### src/rtl/bcs_pkg.sv
package bcs_pkg;
  localparam int unsigned LEN_W    = 3;
  localparam logic [2:0]  LEN_FULL = 3'b111;
endpackage

### src/rtl/bcs_len_decode.sv
module bcs_len_decode
  import bcs_pkg::*;
#(
  parameter int unsigned COL_W = 9
) (
  input  logic [LEN_W-1:0] len_i,
  input  logic             ilv_i,
  output logic             legal_o,
  output logic             full_o,
  output logic [COL_W-1:0] mask_o
);
  assign full_o  = (len_i == LEN_FULL);
  assign legal_o = !len_i[2] || (full_o && !ilv_i);

  // mask bit b set when b < code (finite) or always (full page)
  for (genvar b = 0; b < COL_W; b++) begin : g_mask
    assign mask_o[b] = full_o || (!len_i[2] && (32'(len_i[1:0]) > b));
  end
endmodule

### src/rtl/bcs_col_gen.sv
module bcs_col_gen #(
  parameter int unsigned COL_W = 9
) (
  input  logic [COL_W-1:0] base_i,
  input  logic [COL_W-1:0] cnt_i,
  input  logic [COL_W-1:0] mask_i,
  input  logic             ilv_i,
  output logic [COL_W-1:0] col_o
);
  logic [COL_W-1:0] mix;

  always_comb begin
    if (ilv_i) mix = base_i ^ cnt_i;
    else       mix = base_i + cnt_i;
    col_o = (base_i & ~mask_i) | (mix & mask_i);
  end
endmodule

### src/rtl/bcs_ctrl.sv
module bcs_ctrl #(
  parameter int unsigned COL_W = 9
) (
  input  logic             clk_i,
  input  logic             rst_ni,
  input  logic             start_i,
  input  logic             stop_i,
  input  logic [COL_W-1:0] col_i,
  input  logic             legal_i,
  input  logic             full_i,
  input  logic             ilv_i,
  input  logic [COL_W-1:0] mask_i,
  output logic             active_o,
  output logic [COL_W-1:0] base_o,
  output logic [COL_W-1:0] cnt_o,
  output logic [COL_W-1:0] mask_o,
  output logic             ilv_o,
  output logic             last_o,
  output logic             illegal_o
);
  logic full_q;

  assign last_o = active_o && !full_q && (cnt_o == mask_o);

  always_ff @(posedge clk_i or negedge rst_ni) begin
    if (!rst_ni) begin
      active_o  <= 1'b0;
      base_o    <= '0;
      cnt_o     <= '0;
      mask_o    <= '0;
      ilv_o     <= 1'b0;
      full_q    <= 1'b0;
      illegal_o <= 1'b0;
    end else if (start_i) begin
      // new command preempts any burst and any stop
      active_o  <= legal_i;
      illegal_o <= !legal_i;
      base_o    <= col_i;
      cnt_o     <= '0;
      mask_o    <= mask_i;
      ilv_o     <= ilv_i;
      full_q    <= full_i;
    end else begin
      illegal_o <= 1'b0;
      if (stop_i || last_o) active_o <= 1'b0;
      else if (active_o)    cnt_o    <= cnt_o + 1'b1;
    end
  end
endmodule

### src/rtl/burst_col_seq.sv
module burst_col_seq
  import bcs_pkg::*;
#(
  parameter int unsigned COL_W = 9
) (
  input  logic             clk_i,
  input  logic             rst_ni,
  input  logic             start_i,
  input  logic [COL_W-1:0] start_col_i,
  input  logic [LEN_W-1:0] len_code_i,
  input  logic             ilv_i,
  input  logic             stop_i,
  output logic [COL_W-1:0] col_o,
  output logic             valid_o,
  output logic             last_o,
  output logic             illegal_o
);
  logic             dec_legal, dec_full, ilv_q;
  logic [COL_W-1:0] dec_mask, base_q, cnt_q, mask_q;

  bcs_len_decode #(.COL_W(COL_W)) i_dec (
    .len_i   (len_code_i),
    .ilv_i   (ilv_i),
    .legal_o (dec_legal),
    .full_o  (dec_full),
    .mask_o  (dec_mask)
  );

  bcs_ctrl #(.COL_W(COL_W)) i_ctrl (
    .clk_i     (clk_i),
    .rst_ni    (rst_ni),
    .start_i   (start_i),
    .stop_i    (stop_i),
    .col_i     (start_col_i),
    .legal_i   (dec_legal),
    .full_i    (dec_full),
    .ilv_i     (ilv_i),
    .mask_i    (dec_mask),
    .active_o  (valid_o),
    .base_o    (base_q),
    .cnt_o     (cnt_q),
    .mask_o    (mask_q),
    .ilv_o     (ilv_q),
    .last_o    (last_o),
    .illegal_o (illegal_o)
  );

  bcs_col_gen #(.COL_W(COL_W)) i_gen (
    .base_i (base_q),
    .cnt_i  (cnt_q),
    .mask_i (mask_q),
    .ilv_i  (ilv_q),
    .col_o  (col_o)
  );
endmodule

### config.mk
export PLATFORM = sky130hd
export DESIGN_NAME = burst_col_seq
export DESIGN_NICKNAME = d
export VERILOG_FILES = /design/src/rtl/bcs_pkg.sv /design/src/rtl/bcs_len_decode.sv /design/src/rtl/bcs_col_gen.sv /design/src/rtl/bcs_ctrl.sv /design/src/rtl/burst_col_seq.sv
export SDC_FILE = /design/constraint.sdc
export NUM_CORES = 1
export LEC_CHECK = 0
export CORE_ASPECT_RATIO = 1.4
export CORE_MARGIN = 5
export CORE_UTILIZATION = 56
export CTS_BUF_LIST = sky130_fd_sc_hd__clkbuf_16
export DETAILED_ROUTE_END_ITERATION = 10
export DONT_BUFFER_PORTS = 1
export PLACE_DENSITY = 0.84
export RECOVER_POWER = 100
export SYNTH_ARGS = -nofsm -noshare
export SYNTH_HDL_FRONTEND = slang
export SYNTH_SLANG_ARGS = --single-unit
### constraint.sdc
create_clock -name clk_i -period 1.8 [get_ports clk_i]
set_input_delay 0.18 -clock clk_i [delete_from_list [all_inputs] [get_ports clk_i]]
set_output_delay 0.18 -clock clk_i [all_outputs]
set_load 0.01 [all_outputs]
# After elaboration in Yosys (flattened, before gate mapping)
# Index checks and enable logic that the tools add are counted.
classes:
  n_eq_ne: 3
  bitwise: 5
  n_mux: 7
  n_addsub: 2
  n_lt_le_gt_ge: 3
  n_reduce_logical: 18
ops:
  columns: ["operator", "count"]
  rows:
  - ["9-bit two-way mux", 4]
  - ["9-bit AND", 2]
  - ["9-bit by 1-bit adder with 9-bit output (second input constant)", 1]
  - ["9-bit adder", 1]
  - ["9-bit equality test", 1]
  - ["9-bit inverter", 1]
  - ["9-bit OR", 1]
  - ["9-bit bitwise XOR", 1]
  - ["1-bit logical AND", 6]
  - ["1-bit logical OR", 5]
  - ["2-bit by 1-bit > comparator with 1-bit output (second input constant)", 2]
  - ["1-bit zero test", 4]
  - ["2-bit nonzero test", 2]
  - ["3-bit equality test (second input constant)", 1]
  - ["1-bit two-way mux", 3]
  - ["2-bit > comparator (second input constant)", 1]
  - ["2-bit != test (second input constant)", 1]
  - ["2-bit AND reduction", 1]
totals:
  in_bits: 17
  regBits: 26
  output_inout_bits: 12

# Logic depth before layout (Yosys ltp)
depth:
  depth_word: 6
  depth_mapped: 8
  depth_no_buf: 8

# Hierarchy
# Synthesis repeated with hierarchy kept, for this count alone.
hier_totals:
  cells_unflattened: 193
  area_unflattened_um2: 2060.7
by_module_without_submodules:
  columns: ["module", "cells_per_inst", "area_per_inst_um2", "n_inst", "seq_area_each_um2"]
  rows:
  - ["bcs_ctrl", 113, 1457.6, 1, 775.7]
  - ["bcs_col_gen", 67, 519.2, 1, 0.0]
  - ["bcs_len_decode", 13, 83.8, 1, 0.0]

# Worst setup path before layout
# Ideal clock, no wire load.
synth_path:
  path_kind: "register to output"
  start: "register i_ctrl.cnt_o[1]"
  end: "output port col_o[7]"
  path_stages_with_launch: 7
  t_arrival_ns: 1.887
  required_ns: 1.620
  path_buffers: 0
  slack_ns: -0.267
  path_cell_list: "dfrtp_1 ha_1 a211oi_1 o21ai_0 a2111oi_0 o31ai_1 a31oi_1"
synth_between:
  elab_chain_cells: 4
synth_lines:
  columns: ["element", "line_no", "rtl"]
  rows:
  - ["from (decl)", "bcs_ctrl.sv:15", "output logic [COL_W-1:0] cnt_o,"]
  - ["from (signal assigned)", "bcs_ctrl.sv:46", "else if (active_o) cnt_o <= cnt_o + 1'b1;"]
  - ["9-bit adder", "bcs_col_gen.sv:14", "else mix = base_i + cnt_i;"]
  - ["9-bit two-way mux", "bcs_col_gen.sv:13", "if (ilv_i) mix = base_i ^ cnt_i;"]
  - ["9-bit AND", "bcs_col_gen.sv:15", "col_o = (base_i & ~mask_i) | (mix & mask_i);"]
  - ["9-bit OR", "bcs_col_gen.sv:15", null]
  - ["to (decl)", "burst_col_seq.sv:13", "output logic [COL_W-1:0] col_o,"]
# Every way passes these cells.

# Worst setup path in the final report
layout_path:
  start: "register i_ctrl.cnt_o[0]"
  end: "output port col_o[8]"
# The elaborated chain is that of the path after synthesis.

==> impl_metrics.ini <==
[worst_setup_path]
cp.arrival_ns = 2.13
crit_type = reg2out
start_kind = register
path_max_fanout = 2
cp.required_ns = 1.62
endpoint_kind = primary output

[timing]
fin_skew_ns = 0.00365
finalHoldViolCount = 0
fin_tns_setup_ns = -3.53
min_period_ns = 2.31
fin_ws_ns = -0.513
slew_violations = 0
setup_viol = 14
fin_crit_sh_pct = 128
fmax_mhz = 432
rsz0062_at_grt = yes
worst_pin_slew_ns = 1.14
max_slew_margin_pct = 23.9

[yosys]
synth_xor_area_share_pct = 7.17
netlist_instances = 167
synthMuxAreaShare_pct = 9.06
synth_edf_count = 0
ys_types = 40
synth_top_family_by_area = simple AND/OR/NAND/NOR gates
synth_area_mm2 = 0.00159
synthArstFlopShare_pct = 100
synth_compound_gate_area_share_pct = 14.3
synth_flop_cell = dfrtp_1
synth_nets = 194
syn_avg_cell_area_um2 = 9.52
ys_warn_count = 0
synth_seq_cells = 25
synth_fa_ha_area_share_pct = 8.98
seq_area_frac_synth_pct = 39.4
synthSimpleGateAreaFrac_pct = 17.8

[floorplan]
die_y_um = 73.0
rows = 23
io_pins = 29
dieArea_mm2 = 0.00402
core_area_mm2 = 0.00279
die_w_um = 55.0
start_util_pct = 56.9

[global_route]
grt_max_degree = 26
grt_usage_pct = 25.5
antenna_found_initial = 0
grt_first_pass_wirelength_um = 7330
grt_pass1_vias = 1554
gr-total-overflow = 0

[clocking]
numCtsBuffers = 3
h-tree-depth = 1
clk_pin_slew_worst_paths_ns = 0.06
clkLatencyLatePin_ns = 0.26
cts_tree = yes
clk_path_buf_depth = 2
cts_sinks = 25
root_buffer = clkbuf_16

[detailed_routing]
drc = 0
ant_nets = 0
drt_iter0_drc = 38
dr.pass1.iters = 4
vias = 1467
vias_per_cell = 6.01
drt-total-wl_um = 5050
wire_per_inst_um = 20.7

[place]
gp_congestion = 0.809
portBuffers = 0
place_hpwl_um = 2950
place_area_mm2 = 0.00187

[power_and_ir_drop]
ir_drop_mv = 0.543
p_per_area_mw_per_mm2 = 688
leakage_nw = 0.997

[flow_run]
cap_violations = 0

[cells_and_area]
design_area_mm2 = 0.00227
synthToLayoutAreaGrowth_pct = 43.1
drive_above_1_share_pct = 44.0
antenna_cells = 0
final_net_count = 235

[run_status]
violations = setup timing
status = finished, violations left

[worst_hold_path]
min_path_type = in2reg
[cell usage in the layout (no fill, tap or decap), drive strengths merged, types with 4 or more instances in the layout]
master | Yosys | final
ha | 9 | 9
xor2 | 9 | 9
xnor2 | 4 | 4
dfrtp | 25 | 25
o21ai | 13 | 13
inv | 9 | 10
clkbuf | 4 | 8
nor2 | 21 | 21
nand2 | 10 | 10
buf | 1 | 33
a21oi | 11 | 11
mux2 | 11 | 11
[registers in the layout, summed over array words and instances, names as in the netlist]
signal / count
i_ctrl.ilv_o: 1
i_ctrl.active_o: 1
i_ctrl.mask_o: 3
i_ctrl.full_q: 1
i_ctrl.base_o: 9
i_ctrl.illegal_o: 1
i_ctrl.cnt_o: 9
[metrics by stage]
stage / std cells / total power [mW] / util (%) / setup slack (ns) / hold slack [ns]
CTS: 235 / 1.49 / 75.1 / -0.469 / 0.0131
detailed placement: 225 / 0.942 / 66.8 / -0.216 / -0.115
finish: 244 / 1.56 / 81.5 / -0.513 / 0.0168
global placement: 225 / 0.926 / 66.8 / -0.193 / -0.115
floorplan: 167 / 0.843 / - / -0.125 / -0.116
global route: 244 / 1.63 / 81.5 / -0.598 / 0.00762
[final timing paths]
| path | start | slack [ns] | depth (start not counted) | endpoint |
|---|---|---|---|---|
| worst max-delay path | i_ctrl.cnt_o[0]$_DFFE_PN0P_ | -0.51 | 9 | col_o[8] |
| worst min-delay path | start_i | 0.02 | 1 | i_ctrl.mask_o[2]$_DFFE_PN0P_ |
| worst max register to register | i_ctrl.cnt_o[6]$_DFFE_PN0P_ | -0.19 | 7 | i_ctrl.cnt_o[2]$_DFFE_PN0P_ |
| worst min register to register | i_ctrl.base_o[8]$_DFFE_PN0P_ | 0.56 | 1 | i_ctrl.base_o[8]$_DFFE_PN0P_ |
| max in group asynchronous | rst_ni | 0.26 | 2 | i_ctrl.cnt_o[1]$_DFFE_PN0P_ |
| min in group asynchronous | rst_ni | 0.78 | 2 | i_ctrl.mask_o[2]$_DFFE_PN0P_ |
[area by class of cell]
class,count,area [um2]
clock buffers,3,75.1
inverters,9,33.8
flip-flops and latches,25,628
repair buffers,41,329
well taps,37,46.3
multi-input cells,128,1160
fillers,170,517
clock inverters,1,3.75
[cell families after synthesis]
logic type               after synthesis
adder cells (fa/ha/maj)               11
buffers and inverters                 14
XOR/XNOR                              13
AO/OA/AOI/OAI                         37
multiplexers                          13
AND/OR/NAND/NOR                       54
flip-flops                            25
[critical path, cell delays in order (launching register included)]
cell	delay [ns]
dfrtp_2	0.43
ha_4	0.17
inv_2	0.06
fa_2	0.20
nor2b_2	0.05
o31a_1	0.28
o21ai_2	0.15
mux2i_1	0.23
xor2_1	0.16
buf_4	0.14
[cell usage after synthesis, types with 2 or more instances]
cell / number / area (um2)
o21ai_0: 13 / 65.1
a21oi_1: 9 / 45.0
or3_1: 2 / 12.5
o21a_1: 2 / 15.0
and3_1: 3 / 18.8
xor2_1: 9 / 78.8
nor2_1: 21 / 78.8
nor3_1: 2 / 10.0
xnor2_1: 4 / 35.0
a21oi_2: 2 / 17.5
mux2i_1: 2 / 20.0
ha_1: 9 / 113
nand4_1: 3 / 18.8
inv_1: 9 / 33.8
a31oi_1: 2 / 12.5
mux2_2: 11 / 124
nand2_1: 10 / 37.5
clkbuf_1: 4 / 15.0
nor2b_1: 2 / 12.5
nand3_1: 3 / 15.0
nand2b_1: 2 / 12.5
dfrtp_1: 25 / 626
[layer usage]
layer | up-vias | track usage [%] | routed length, um
met3 | 15 | 5.73 | 235
met2 | 49 | 47.1 | 2850
met5 | - | 0 | 0
met4 | 0 | 10.5 | 176
met1 | 736 | 26.2 | 1780
li1 | 667 | - | -
[power breakdown]
| part | leakage, nW | internal, mW | switching [mW] |
|---|---|---|---|
| registers | 0.315 | 0.600 | 0.0445 |
| logic | 0.640 | 0.212 | 0.216 |
| clock network | 0.0423 | 0.297 | 0.194 |
| total | 0.997 | 1.11 | 0.455 |
[what timing repair did]
item,CTS,global route
hold endpoints to repair,34,0
hold buffers,3,0
endpoints found under the setup margin,10,14
resized for setup,18,28
buffers inserted,3,11
pin swaps,13,19
(Power assumes the default switching activity.)
